## config.mk

```make
export PLATFORM = sky130hd
export DESIGN_NAME = sar_serial_if
export DESIGN_NICKNAME = d
export VERILOG_FILES = /design/src/rtl/sar_if_pkg.sv /design/src/rtl/sar_in_sync.sv /design/src/rtl/sar_ctrl_rx.sv /design/src/rtl/sar_chan_mux.sv /design/src/rtl/sar_out_shift.sv /design/src/rtl/sar_serial_if.sv
export SDC_FILE = /design/constraint.sdc
export NUM_CORES = 1
export LEC_CHECK = 0
export BUFFER_PORTS_ARGS = -buffer_cell sky130_fd_sc_hd__clkbuf_2
export CORE_MARGIN = 5
export CORE_UTILIZATION = 50
export DETAILED_ROUTE_END_ITERATION = 10
export GPL_TIMING_DRIVEN = 0
export PLACE_DENSITY = 0.8
export SYNTH_ARGS = -nofsm -noshare
export SYNTH_HDL_FRONTEND = slang
export SYNTH_SLANG_ARGS = --single-unit
```

## constraint.sdc

```tcl
create_clock -name clk -period 10.8 [get_ports clk]
set_clock_uncertainty 0.1 [all_clocks]
set_input_delay 0.54 -clock clk [delete_from_list [all_inputs] [get_ports clk]]
set_output_delay 0.54 -clock clk [all_outputs]
set_load 0.02 [all_outputs]
```

## src/rtl/sar_if_pkg.sv

```systemverilog
package sar_if_pkg;
   localparam int NUM_CH = 8;
   localparam int ADDR_W = 3;

   typedef enum logic [1:0] {
      PH_IDLE = 2'd0,
      PH_ACQ  = 2'd1,
      PH_CONV = 2'd2
   } phase_t;

   localparam logic [1:0] PD_AUTO = 2'b00;
   localparam logic [1:0] PD_ON   = 2'b11;

   // rising-edge positions inside a frame (start bit is position 1)
   localparam logic [3:0] K_ACQ   = 4'd5;
   localparam logic [3:0] K_SEL   = 4'd6;
   localparam logic [3:0] K_HOLD  = 4'd8;
   localparam logic [3:0] K_REARM = 4'd14;

   // address bits {A2,A1,A0} -> input index; A2 is the low index bit
   function automatic logic [ADDR_W-1:0] chan_of(input logic [ADDR_W-1:0] addr);
      return {addr[1], addr[0], addr[2]};
   endfunction
endpackage

```

## src/rtl/sar_in_sync.sv

```systemverilog
module sar_in_sync #(
   parameter int STAGES = 2
) (
   input  logic clk,
   input  logic rst_n,
   input  logic dclk,
   input  logic cs_n,
   input  logic sdi,
   input  logic shdn_n,
   output logic dclk_rise,
   output logic dclk_fall,
   output logic cs_act,
   output logic sdi_s,
   output logic shdn_s
);
   localparam int NB = 4;
   // bit order {shdn_n, sdi, cs_n, dclk}
   localparam logic [NB-1:0] REST = 4'b1010;

   logic [STAGES-1:0][NB-1:0] stg;
   logic                      dclk_prev;
   logic [NB-1:0]             last;

   always_ff @(posedge clk or negedge rst_n) begin
      if (!rst_n) begin
         stg       <= {STAGES{REST}};
         dclk_prev <= 1'b0;
      end else begin
         stg       <= {stg[STAGES-2:0], {shdn_n, sdi, cs_n, dclk}};
         dclk_prev <= stg[STAGES-1][0];
      end
   end

   assign last      = stg[STAGES-1];
   assign dclk_rise = last[0] & ~dclk_prev;
   assign dclk_fall = ~last[0] & dclk_prev;
   assign cs_act    = ~last[1];
   assign sdi_s     = last[2];
   assign shdn_s    = last[3];
endmodule

```

## src/rtl/sar_ctrl_rx.sv

```systemverilog
module sar_ctrl_rx
   import sar_if_pkg::*;
(
   input  logic              clk,
   input  logic              rst_n,
   input  logic              cs_act,
   input  logic              rise,
   input  logic              sdi,
   output logic              hold,
   output logic              acq,
   output logic              in_ctrl,
   output logic [ADDR_W-1:0] sel_pos,
   output logic [ADDR_W-1:0] sel_neg,
   output logic              sel_com,
   output logic [1:0]        pd_mode
);
   typedef enum logic [1:0] {RX_HUNT, RX_CTRL, RX_WAIT} rx_t;

   rx_t        st;
   logic [3:0] k;
   logic [3:0] cb;
   logic [3:0] k_nx;
   logic [1:0] pd_new;

   assign k_nx   = k + 4'd1;
   assign pd_new = {cb[0], sdi};

   always_ff @(posedge clk or negedge rst_n) begin
      if (!rst_n) begin
         st      <= RX_HUNT;
         k       <= '0;
         cb      <= '0;
         sel_pos <= '0;
         sel_neg <= 3'd1;
         sel_com <= 1'b1;
         pd_mode <= PD_AUTO;
      end else if (!cs_act) begin
         st <= RX_HUNT;
         k  <= '0;
      end else if (rise) begin
         case (st)
            RX_HUNT: begin
               if (sdi) begin
                  st <= RX_CTRL;
                  k  <= 4'd1;
               end
            end
            RX_CTRL: begin
               k  <= k_nx;
               cb <= {cb[2:0], sdi};
               if (k_nx == K_SEL) begin
                  sel_pos <= chan_of(cb[3:1]);
                  sel_neg <= chan_of(cb[3:1]) ^ 3'd1;
                  sel_com <= sdi;
               end
               if (k_nx == K_HOLD) begin
                  st <= RX_WAIT;
                  if (pd_new == PD_AUTO || pd_new == PD_ON)
                     pd_mode <= pd_new;
               end
            end
            RX_WAIT: begin
               k <= k_nx;
               if (k_nx == K_REARM)
                  st <= RX_HUNT;
            end
            default: st <= RX_HUNT;
         endcase
      end
   end

   assign hold    = cs_act & rise & (st == RX_CTRL) & (k_nx == K_HOLD);
   assign acq     = (st == RX_CTRL) && (k >= K_ACQ);
   assign in_ctrl = (st == RX_CTRL);
endmodule

```

## src/rtl/sar_chan_mux.sv

```systemverilog
module sar_chan_mux
   import sar_if_pkg::*;
#(
   parameter int DATA_W    = 12,
   parameter bit CLAMP_NEG = 1'b1
) (
   input  logic [NUM_CH*DATA_W-1:0] samples,
   input  logic [ADDR_W-1:0]        sel_pos,
   input  logic [ADDR_W-1:0]        sel_neg,
   input  logic                     sel_com,
   output logic [DATA_W-1:0]        code
);
   logic [DATA_W-1:0] ch [NUM_CH];
   logic [DATA_W-1:0] p_val;
   logic [DATA_W-1:0] n_val;
   logic [DATA_W-1:0] diff;

   for (genvar g = 0; g < NUM_CH; g++) begin : g_unpack
      assign ch[g] = samples[g*DATA_W +: DATA_W];
   end

   assign p_val = ch[sel_pos];
   assign n_val = ch[sel_neg];

   if (CLAMP_NEG) begin : g_clamp
      assign diff = (p_val > n_val) ? p_val - n_val : '0;
   end else begin : g_wrap
      assign diff = p_val - n_val;
   end

   assign code = sel_com ? p_val : diff;
endmodule

```

## src/rtl/sar_out_shift.sv

```systemverilog
module sar_out_shift #(
   parameter int DATA_W = 12
) (
   input  logic              clk,
   input  logic              rst_n,
   input  logic              cs_act,
   input  logic              fall,
   input  logic              load,
   input  logic [DATA_W-1:0] code,
   output logic              sdo,
   output logic              busy,
   output logic              shifting
);
   localparam int CNT_W = $clog2(DATA_W + 3);
   localparam logic [CNT_W-1:0] ARMED = CNT_W'(DATA_W + 2);
   localparam logic [CNT_W-1:0] FIRST = CNT_W'(DATA_W + 1);
   localparam logic [CNT_W-1:0] LAST  = CNT_W'(1);

   logic [DATA_W-1:0] osr;
   logic [CNT_W-1:0]  cnt;

   always_ff @(posedge clk or negedge rst_n) begin
      if (!rst_n) begin
         osr  <= '0;
         cnt  <= '0;
         sdo  <= 1'b0;
         busy <= 1'b0;
      end else if (!cs_act) begin
         osr  <= '0;
         cnt  <= '0;
         sdo  <= 1'b0;
         busy <= 1'b0;
      end else if (load) begin
         osr <= code;
         cnt <= ARMED;
      end else if (fall && cnt != '0) begin
         if (cnt == ARMED) begin
            busy <= 1'b1;
            cnt  <= FIRST;
         end else if (cnt == LAST) begin
            sdo <= 1'b0;
            cnt <= '0;
         end else begin
            busy <= 1'b0;
            sdo  <= osr[DATA_W-1];
            osr  <= {osr[DATA_W-2:0], 1'b0};
            cnt  <= cnt - LAST;
         end
      end
   end

   assign shifting = (cnt != '0);
endmodule

```

## src/rtl/sar_serial_if.sv

```systemverilog
module sar_serial_if
   import sar_if_pkg::*;
#(
   parameter int DATA_W      = 12,
   parameter int SYNC_STAGES = 2,
   parameter bit CLAMP_NEG   = 1'b1
) (
   input  logic                     clk,
   input  logic                     rst_n,
   input  logic                     cs_n,
   input  logic                     dclk,
   input  logic                     sdi,
   input  logic                     shdn_n,
   input  logic [NUM_CH*DATA_W-1:0] sample_bus,
   output logic                     sdo,
   output logic                     sdo_oe,
   output logic                     busy,
   output logic                     busy_oe,
   output logic [1:0]               phase,
   output logic [1:0]               pd_mode,
   output logic                     powered,
   output logic [ADDR_W-1:0]        sel_pos,
   output logic [ADDR_W-1:0]        sel_neg,
   output logic                     sel_com
);
   if (DATA_W < 2 || DATA_W > 16) begin : g_bad_width
      $error("sar_serial_if: DATA_W must lie in 2..16");
   end
   if (SYNC_STAGES < 2 || SYNC_STAGES > 4) begin : g_bad_sync
      $error("sar_serial_if: SYNC_STAGES must lie in 2..4");
   end

   logic              cs_act;
   logic              dclk_rise;
   logic              dclk_fall;
   logic              sdi_s;
   logic              shdn_s;
   logic              hold;
   logic              acq;
   logic              in_ctrl;
   logic              shifting;
   logic [DATA_W-1:0] code;

   sar_in_sync #(.STAGES(SYNC_STAGES)) sync_i (
      .clk       (clk),
      .rst_n     (rst_n),
      .dclk      (dclk),
      .cs_n      (cs_n),
      .sdi       (sdi),
      .shdn_n    (shdn_n),
      .dclk_rise (dclk_rise),
      .dclk_fall (dclk_fall),
      .cs_act    (cs_act),
      .sdi_s     (sdi_s),
      .shdn_s    (shdn_s)
   );

   sar_ctrl_rx rx_i (
      .clk     (clk),
      .rst_n   (rst_n),
      .cs_act  (cs_act),
      .rise    (dclk_rise),
      .sdi     (sdi_s),
      .hold    (hold),
      .acq     (acq),
      .in_ctrl (in_ctrl),
      .sel_pos (sel_pos),
      .sel_neg (sel_neg),
      .sel_com (sel_com),
      .pd_mode (pd_mode)
   );

   sar_chan_mux #(.DATA_W(DATA_W), .CLAMP_NEG(CLAMP_NEG)) mux_i (
      .samples (sample_bus),
      .sel_pos (sel_pos),
      .sel_neg (sel_neg),
      .sel_com (sel_com),
      .code    (code)
   );

   sar_out_shift #(.DATA_W(DATA_W)) shf_i (
      .clk      (clk),
      .rst_n    (rst_n),
      .cs_act   (cs_act),
      .fall     (dclk_fall),
      .load     (hold),
      .code     (code),
      .sdo      (sdo),
      .busy     (busy),
      .shifting (shifting)
   );

   assign sdo_oe  = cs_act;
   assign busy_oe = cs_act;
   assign phase   = shifting ? PH_CONV : (acq ? PH_ACQ : PH_IDLE);
   assign powered = shdn_s & ((pd_mode == PD_ON) | in_ctrl | shifting);
endmodule

```

==> results by group, run 1 <==
Status
  • Status: finished, final reports clean

Routing
  • DRC: 0
  • First drt pass iteration count: 5
  • Initial DRC Count: 196
  • Average wire per standard cell: 18.66 um
  • WL final: ~12 mm
  • Routed Antenna Nets: 0
  • Vias post-DR: between 3000 and 4000
  • Vias per Instance: 6.196

Worst setup path
  • CP bufs+invs: 4
  • Nature of the critical path endpoint: flip-flop
  • Startpoint Class: flip-flop
  • Worst Path Required: approximately 11 ns
  • Crit Path Max Fanout: 10
  • CP Class: reg2reg
  • Critical path cell sequence: clkbuf_1 -> clkbuf_1 -> mux4_2 -> mux2i_1 -> ha_1 -> buf_2 -> nand4_1 -> nor2_1 -> a211oi_1 -> a211oi_2 -> buf_2 -> a22oi_1 -> o21ai_1
  • WP data arrival: between 4 and 5 ns
  • Slowest cell on crit path: clkbuf_1
  • Crit path max-delay family: buffers and inverters
  • Slowest Stage Delay on Critical Path: 0.65 ns

Layout
  • Area Growth Syn to Fin: 18.26%
  • Share of layout cells above drive strength 1: 0.4363
  • Nets@finish: 644
  • FF/Latch Area: around 1100 sq um
  • Most common cell after layout, fill and taps aside: clkbuf_2
  • Fill count: between 700 and 800
  • Commonest non-fill, non-tap cells in the layout: clkbuf_2, dfrtp_1, a21oi_1, mux4_2, mux2_2
  • Multi-input gate area: 3089 sq um
  • Diodes inserted: 0

Logic synthesis
  • Mux cell area share after synthesis: 0.3756
  • Synth Area in XOR/XNOR: 0.01357
  • Post-synth EDFFs: 0
  • #FFs+latches synth: 44
  • Simple-Gate Fraction of Synth Area: 0.1046
  • Combinational family with the most area after synthesis: multiplexers
  • Mapped Area: 4427 sq um
  • Syn_nets: 520
  • Synth Area in Adders: 0.07236
  • Syn avg cell area: 11.26 sq um
  • Ys async rst share: 1.000
  • Cells after synthesis: 393
  • Top FF cell, synth: dfrtp_1
  • Synth Area in Compound Gates: 0.1317
  • Yosys warns: 0
  • Yosys cell types: 57
  • Sequential area share after synthesis: 0.2504

Clock tree
  • CTS root buf: clkbuf_8
  • CTS tree: done
  • Reg clk slew, reported paths: approximately 0.090 ns
  • Clock buffer depth: 2
  • Sink Count: 44
  • Setup bufs post-CTS: 0
  • # hold bufs at CTS: 0
  • Later-pin clock latency in the skew report: 0.30 ns
  • Htree depth: 2
  • CTS resizes: 0
  • Total CTS buffers: 5

STA
  • # setup viols final: 0
  • Final Hold Vio Count: 0
  • Final setup TNS: 0 ns
  • Normalized max-slew margin: 0.2718
  • Fin. max-slew vios: 0
  • Minimum clock period: approximately 4.1 ns
  • RSZ-0062 raised after global routing: no
  • Least-Margin Pin Slew: 1.092 ns
  • Hold Slack: between 0.2 and 0.25 ns
  • F_max: between 0.2 and 0.25 GHz
  • Fin crit share: 0.3786

Placement
  • DP Wirelength: 9.542 mm
  • Port bufs: between 100 and 150
  • Final GP Congestion: 0.9234

Die
  • I/O Pins: 118
  • Chip height: 104.1 um
  • Die W: 104.1 um
  • Standard-cell rows: 34
  • Initial Util: 0.5101
  • Die area: 10830 sq um
  • Core area: 8678 sq um

Global routing
  • Remaining Overflow, GRT: 0
  • Initial antenna violation count: 0
  • Overall routing resource usage: 0.2159
  • Largest net degree at the start of global routing: between 40 and 50
  • First-pass GRT wire length: 19.55 mm
  • Vias in the first global route: 4105

Power and ir drop
  • Lkg Pwr: 2.279 nW
  • Maximum vdd drop: 0.00004830 V
  • Power Density: about 70 nW/um^2

Run
  • Max cap viols: 0

Hold path
  • HP Class: in2reg
-- Yosys cell counts (3+ instances only) --
cell type  count  share of area
nand3b_1       3         0.0051
mux2_2        29          0.074
buf_2         10          0.011
o211ai_1       4         0.0068
and3_1         5         0.0071
nand2_1       18          0.015
nor3_1         6         0.0068
o21ai_1       11          0.012
nand2b_1       8          0.011
a32oi_1        3         0.0059
nor2b_1        5         0.0071
buf_4          5         0.0085
mux4_1        13          0.077
inv_1         13          0.011
xnor2_1        3         0.0059
nor2_1        16          0.014
dfstp_2        6          0.036
mux4_2        35           0.18
a21oi_1       36          0.041
a211oi_1       4         0.0068
o21ai_0       14          0.016
clkbuf_1      10         0.0085
ha_1          24          0.068
dfrtp_1       38           0.21
mux2i_1       18          0.041
nand3_1       12          0.014
nand4_1        4         0.0057
a31oi_1        3         0.0042
a22oi_2        4          0.011
-- metal layers --
layer,vias up,track usage,share of wire
met5,-,0,0
met4,0,0.06660,0.023
met3,25,0.03352,0.058
met2,185,0.3702,0.51
met1,1883,0.2813,0.41
li1,1786,-,-
-- layout make-up --
type | instances | share of cell area
Inverter | 13 | 0.009321
Multi-Input combinational cell | 307 | 0.5901
Clock inverter | 3 | 0.003585
Timing Repair Buffer | 117 | 0.1119
Sequential cell | 44 | 0.2118
Tap cell | 108 | 0.02581
Clock buffer | 5 | 0.01315
Buffer | 29 | 0.03442
-- logic make-up after synthesis --
logic type               after synthesis
AO/OA/AOI/OAI                         93
XOR/XNOR                               6
adder cells (fa/ha/maj)               25
buffers and inverters                 42
flip-flops                            44
multiplexers                          97
AND/OR/NAND/NOR                       86
-- sequential cells by signal, indices dropped and copies added, names as in the netlist, 3 cells and up --
signal and flops:
shf_i.cnt 4, sync_i.last 4, rx_i.k 4, shf_i.osr 12, rx_i.cb 4, rx_i.sel_neg 3
sync_i.stg 4
-- worst paths after layout --
| kind | start | endpoint | slack, ns | cells past startpoint |
|---|---|---|---|---|
| worst max register to register | rx_i.sel_neg[1] | shf_i.osr[1] | 6.71 | 13 |
| worst max-delay path | rx_i.sel_neg[1] | shf_i.osr[1] | 6.71 | 13 |
| worst min register to register | sync_i.stg[2] | sync_i.last[2] | 0.26 | 0 |
| worst min-delay path | shdn_n | sync_i.stg[3] | 0.21 | 1 |
| min in group asynchronous | rst_n | sync_i.stg[2] | 0.33 | 1 |
| max in group asynchronous | rst_n | shf_i.osr[9] | 9.60 | 1 |
-- metrics by stage --
stage	instance area (sq um)	std cells	util	setup WS [ns]	total power, mW
6_report	5235	626	0.6032	6.711	0.3752
5_1_grt	5235	626	0.6032	6.524	0.3953
4_1_cts	5235	626	0.6032	6.808	0.3767
3_5_place_dp	5147	618	0.5931	6.843	0.2735
3_3_place_gp	5147	618	0.5931	6.913	0.2702
2_1_floorplan	4427	393	-	7.300	0.2351
-- report_power, final --
group          internal [mW]  switching (mW)
clock                 0.0452          0.0586
combinational         0.0499          0.0494
sequential             0.169         0.00337
total                  0.264           0.111
(Power assumes the default switching activity.)
==> run 2: changes to the inputs <==
Settings changed: CORE_UTILIZATION 50 to 49, PLACE_DENSITY 0.8 to 0.82.
Clock period 10.8 ns to 3.7 ns, I/O delays scaled along.
==> results by group, run 2 (synthesis results as in run 1) <==
Routing
  • Initial DRC Count: 297 (+52%)
  • Routed Antenna Nets: 0 (unchanged)
  • WL final: 12.31 mm (+5.4%)
  • First drt pass iteration count: 7 (+2)
  • DRC: 0 (unchanged)
  • Vias per Instance: 6.280 (+1.3%)
  • Vias post-DR: 3950 (+1.8%)
  • Average wire per standard cell: 19.57 um (+4.9%)

Clock tree
  • Setup bufs post-CTS: 0 (unchanged)
  • Total CTS buffers: 5 (unchanged)
  • Later-pin clock latency in the skew report: 0.30 ns (about the same)
  • Clock buffer depth: 2 (unchanged)
  • CTS root buf: clkbuf_8
  • Htree depth: 2 (unchanged)
  • Sink Count: 44 (unchanged)
  • CTS tree: done
  • Reg clk slew, reported paths: 0.08 ns (about the same)

STA
  • Post-route setup slack: 0.1870 ns (-6.524 ns)
  • F_max: 0.2847 GHz (+16%)
  • Minimum clock period: 3.513 ns (-0.5756 ns)
  • Normalized max-slew margin: 0.2741 (+0.002243)
  • Hold Slack: -0.01616 ns (-0.2265 ns)
  • # setup viols final: 0 (unchanged)
  • Final Hold Vio Count: 38 (+38)
  • Fin crit share: 0.9495 (+0.5709)
  • Fin. max-slew vios: 0 (unchanged)
  • Least-Margin Pin Slew: 1.089 ns (-0.003364 ns)

Die
  • Die area: 11040 sq um (+1.9%)
  • I/O Pins: 118 (unchanged)
  • Die W: 105.1 um (+0.92%)
  • Standard-cell rows: 34 (unchanged)
  • Chip height: 105.1 um (+0.92%)
  • Core area: 8763 sq um (+0.98%)
  • Initial Util: 0.5051 (-0.004952)

Layout
  • Reg with most FFs: shf_i.osr
  • Max reg flops: 12 (unchanged)
  • Share of layout cells above drive strength 1: 0.4415 (+0.005165)
  • Area Growth Syn to Fin: 20.04%
  • Most common cell after layout, fill and taps aside: clkbuf_2
  • Diodes inserted: 0 (unchanged)
  • Final core utilization: 0.6064 (+0.003138)
  • Nets@finish: 647 (+0.47%)
  • Design area: 5314 sq um (+1.5%)
  • Fill count: 701 (-4.0%)
  • Commonest non-fill, non-tap cells in the layout: clkbuf_2, dfrtp_1, a21oi_1, mux4_2, mux2_2

Placement
  • Pre-CTS setup slack: -0.3092 ns (-7.152 ns)
  • Area of placed instances: 5147 sq um (unchanged)
  • Port bufs: 117 (unchanged)
  • Final GP Congestion: 0.9992 (+8.2%)
  • DP Wirelength: 9.990 mm (+4.7%)

Worst setup path
  • CP Class: reg2reg
  • WP data arrival: 3.62 ns (-0.54 ns)
  • Crit Path Max Fanout: 10 (unchanged)
  • Nature of the critical path endpoint: flip-flop
  • Startpoint Class: flip-flop
  • Slowest Stage Delay on Critical Path: 0.49 ns (-0.16 ns)
  • Slowest cell on crit path: clkbuf_1
  • Critical path cell sequence: clkbuf_1 -> mux4_1 -> mux2_2 -> ha_1 -> a21oi_1 -> o21ai_0 -> nand2b_1 -> a211oi_2 -> buf_2 -> nand3b_1 -> a21oi_1
  • Crit-path most repeated cell: a21oi_1
  • Worst Path Required: 3.81 ns (-7.06 ns)

Global routing
  • Overall routing resource usage: 0.2197 (+0.003825)
  • Met1 usage: 0.2633 (-0.01796)
  • Remaining Overflow, GRT: 0 (unchanged)
  • Vias in the first global route: 4242 (+3.3%)
  • Met2 Usage GRT: 0.3903 (+0.02007)
  • Largest net degree at the start of global routing: 45 (unchanged)
  • First-pass GRT wire length: 19.99 mm (+2.3%)
  • Met3 Track Usage GR: 0.03822 (+0.004705)
  • Initial antenna violation count: 0 (unchanged)
  • Most Used Layer, Global Route: met2

Hold path
  • HP Class: in2async

Power and ir drop
  • Lkg Pwr: 2.323 nW (+1.9%)
  • Power Density: 218.6 nW/um^2 (+210%)
  • Total power draw: 1.162 mW (+210%)
  • Maximum vdd drop: 0.0001497 V (+210%)

Status
  • Status: finished, violations left
  • Violated checks: negative hold slack

Run
  • Max cap viols: 0 (unchanged)
run 2: cell types whose count changed in the layout (fill, tap and decap cells not counted), sizes merged:
cell	change
buf	+1
dlygate4sd3	+4
clkbuf	-1
bufinv	+1
clkinv	-2
run 2: worst paths after layout:
check                           startpoint              to  slack [ns]  cells after the start
setup / recovery           rx_i.sel_neg[1]    shf_i.osr[6]        0.19                     11
hold / removal                       rst_n       shf_i.sdo       -0.02                      1
setup reg to reg           rx_i.sel_neg[1]    shf_i.osr[6]        0.19                     11
hold reg to reg              sync_i.stg[2]  sync_i.last[2]        0.25                      0
max in group asynchronous            rst_n    shf_i.osr[5]        2.86                      1
min in group clk             sync_i.stg[2]  sync_i.last[2]        0.25                      0
run 2: worst max-delay path, delay by kind of cell (launching register included):
kind	cells	cell delay [ns]
buf+inv	2	0.78
mux	2	0.70
simple gates	2	0.24
compound gates	4	0.81
fa+ha+maj	1	0.38
flops	1	0.42
run 2: per-stage QoR:
| stage | instances | TNS, ns |
|---|---|---|
| finish | 629 | 0 |
| global route | 629 | -0.01036 |
| CTS | 629 | 0 |
| detailed placement | 618 | -2.786 |
| global placement | 618 | -2.192 |
| floorplan | 393 | 0 |
run 2: cell type report:
cell class	instances	area, sq um	share of cell area
repair buffers	121	625.6	0.1177
inverters	13	48.80	0.009183
clock inverters	2	35.03	0.006593
well taps	108	135.1	0.02543
multi-input cells	307	3089	0.5814
plain buffers	28	195.2	0.03673
flip-flops and latches	44	1112	0.2093
clock buffers	6	72.57	0.01366
run 2: per-layer routing:
layer	up-vias	share of wire	wire [um]
li1	1795	-	-
met1	1911	0.38	4713
met2	215	0.52	6399
met3	29	0.066	816
met4	0	0.031	379
met5	-	0	0
run 2: repair_timing:
item / in CTS / in global routing
hold buffers: 4 / 0
gates resized for setup: 4 / 11
endpoints found under the hold margin: 4 / 0
endpoints found under the setup margin: 12 / 11
run 2: power by group:
group	leakage, nW	internal [mW]	total [mW]	switching [mW]
logic	1.69	0.148	0.298	0.150
registers	0.581	0.492	0.502	0.00979
clock network	0.0552	0.200	0.362	0.161
==> run 3: changes to the inputs <==
Settings changed: CORE_UTILIZATION 49 to 50, PLACE_DENSITY 0.82 to 0.8.
Clock period 3.7 ns to 3.6 ns, I/O delays scaled along.
==> results by group, run 3 (synthesis results as in run 1) <==
Routing
  • WL final: 11.79 mm (-4.2%)
  • DRC: 0 (unchanged)
  • Average wire per standard cell: 18.75 um (-4.2%)
  • Initial DRC Count: 255 (-14%)
  • Vias post-DR: 3878 (-1.8%)
  • Routed Antenna Nets: 0 (unchanged)
  • Vias per Instance: 6.165 (-1.8%)
  • First drt pass iteration count: 5 (-2)

Die
  • Chip height: 104.1 um (-0.91%)
  • Standard-cell rows: 34 (unchanged)
  • Core area: 8678 sq um (-0.97%)
  • Initial Util: 0.5101 (+0.004952)
  • I/O Pins: 118 (unchanged)
  • Die W: 104.1 um (-0.91%)
  • Die area: 10830 sq um (-1.8%)

Clock tree
  • CTS root buf: clkbuf_8
  • Reg clk slew, reported paths: 0.09 ns (about the same)
  • Clock buffer depth: 2 (unchanged)
  • Setup bufs post-CTS: 0 (unchanged)
  • Sink Count: 44 (unchanged)
  • Later-pin clock latency in the skew report: 0.30 ns (about the same)
  • Total CTS buffers: 5 (unchanged)
  • CTS tree: done
  • Htree depth: 2 (unchanged)

Layout
  • Non-Filler Instances: 629 (unchanged)
  • Reg with most FFs: shf_i.osr
  • Area Growth Syn to Fin: 20.04% (unchanged)
  • Commonest non-fill, non-tap cells in the layout: clkbuf_2, dfrtp_1, a21oi_1, mux4_2, mux2_2
  • Max reg flops: 12 (unchanged)
  • Share of layout cells above drive strength 1: 0.4472 (+0.005758)
  • Nets@finish: 647 (unchanged)
  • Most common cell after layout, fill and taps aside: clkbuf_2
  • Diodes inserted: 0 (unchanged)

STA
  • F_max: 0.2939 GHz (+3.3%)
  • Fin. max-slew vios: 0 (unchanged)
  • Final Hold Vio Count: 38 (unchanged)
  • Least-Margin Pin Slew: 1.097 ns (+0.007967 ns)
  • Normalized max-slew margin: 0.2688 (-0.005312)
  • RSZ-0062 raised after global routing: no
  • Fin crit share: 0.9450 (-0.004448)
  • Minimum clock period: 3.402 ns (-0.1110 ns)
  • # setup viols final: 0 (unchanged)
  • Hold Slack: -0.03201 ns (-0.01586 ns)

Power and ir drop
  • Maximum vdd drop: 0.0001462 V (-2.3%)
  • Power Density: 212.8 nW/um^2 (-2.7%)
  • Lkg Pwr: 2.325 nW (about the same)

Run
  • Max cap viols: 0 (unchanged)

Global routing
  • Vias in the first global route: 4115 (-3.0%)
  • Overall routing resource usage: 0.2177 (-0.001976)
  • Initial antenna violation count: 0 (unchanged)
  • Remaining Overflow, GRT: 0 (unchanged)
  • First-pass GRT wire length: 19.69 mm (-1.5%)
  • Largest net degree at the start of global routing: 45 (unchanged)

Worst setup path
  • Nature of the critical path endpoint: flip-flop
  • Slowest cell on crit path: mux4_2
  • CP bufs+invs: 4 (+2)
  • Crit path max-delay family: multiplexers
  • Path length in cells of the critical path: 14 (+3)
  • Critical path cell sequence: buf_6 -> buf_12 -> mux4_2 -> mux2i_1 -> ha_1 -> inv_1 -> fa_1 -> nand3_1 -> nand2_1 -> a211oi_1 -> a211oi_2 -> buf_4 -> a22oi_1 -> o21ai_1
  • Slowest Stage Delay on Critical Path: 0.49 ns (about the same)
  • Worst Path Required: 3.67 ns (-0.14 ns)
  • CP Class: reg2reg
  • WP data arrival: 3.47 ns (-0.15 ns)
  • Startpoint Class: flip-flop
  • R2R depth: 14 (+3)
  • Crit Path Max Fanout: 10 (unchanged)

Status
  • Violated checks: negative hold slack
  • Status: finished, violations left

Placement
  • Port bufs: 117 (unchanged)
  • Final GP Congestion: 0.9234 (-7.6%)
  • DP Wirelength: 9.542 mm (-4.5%)
  • Total placed cells including tap cells: 618 (unchanged)

Hold path
  • HP Class: in2async
-- run 3: what timing repair did --
item | in CTS | in global routing
resized for setup | 7 | 17
endpoints found under the setup margin | 12 | 11
pin swaps | 0 | 0
hold buffers | 4 | 0
hold endpoints to repair | 4 | 0
-- run 3: cell type report --
class | instances | area [sq um]
multi-input combinational | 307 | 3093
tap | 108 | 135.1
fill | 724 | 3364
inverter | 13 | 48.80
clock inverter | 3 | 18.77
timing repair buffer | 121 | 625.6
clock buffer | 5 | 68.82
sequential | 44 | 1112
buffer | 28 | 211.5
-- run 3: path summary, 6_finish.rpt --
kind | from | endpoint | slack [ns]
worst min-delay path | rst_n | sync_i.stg[2] | -0.03
max in group asynchronous | rst_n | shf_i.cnt[2] | 2.75
worst min register to register | sync_i.stg[1] | sync_i.last[1] | 0.26
worst max-delay path | rx_i.sel_pos[0] | shf_i.osr[1] | 0.20
min in group clk | sync_i.stg[1] | sync_i.last[1] | 0.26
worst max register to register | rx_i.sel_pos[0] | shf_i.osr[1] | 0.20
-- run 3: metrics by stage --
step / total power [mW] / utilization / area (sq um) / setup TNS, ns / setup WS (ns)
2_1_floorplan: 0.7053 / - / 4427 / 0 / 0.09987
3_3_place_gp: 0.8107 / 0.5931 / 5147 / -2.648 / -0.2867
3_5_place_dp: 0.8206 / 0.5931 / 5147 / -3.409 / -0.3571
4_1_cts: 1.134 / 0.6086 / 5281 / 0 / 0.01894
5_1_grt: 1.191 / 0.6123 / 5314 / 0 / 0.03053
6_report: 1.131 / 0.6123 / 5314 / 0 / 0.1979
-- run 3: routing by layer --
layer | wire [um] | vias to the layer above | GRT usage
met2 | 6045 | 182 | 0.3748
met3 | 726 | 25 | 0.03352
li1 | - | 1792 | -
met1 | 4763 | 1879 | 0.2833
met5 | 0 | - | 0
met4 | 258 | 0 | 0.06568
-- run 3: power breakdown --
group | internal [mW] | total (mW) | switching [mW] | leakage, nW
combinational | 0.154 | 0.304 | 0.150 | 1.70
clock | 0.135 | 0.311 | 0.175 | 0.0479
sequential | 0.506 | 0.516 | 0.0103 | 0.581
total | 0.795 | 1.13 | 0.336 | 2.32
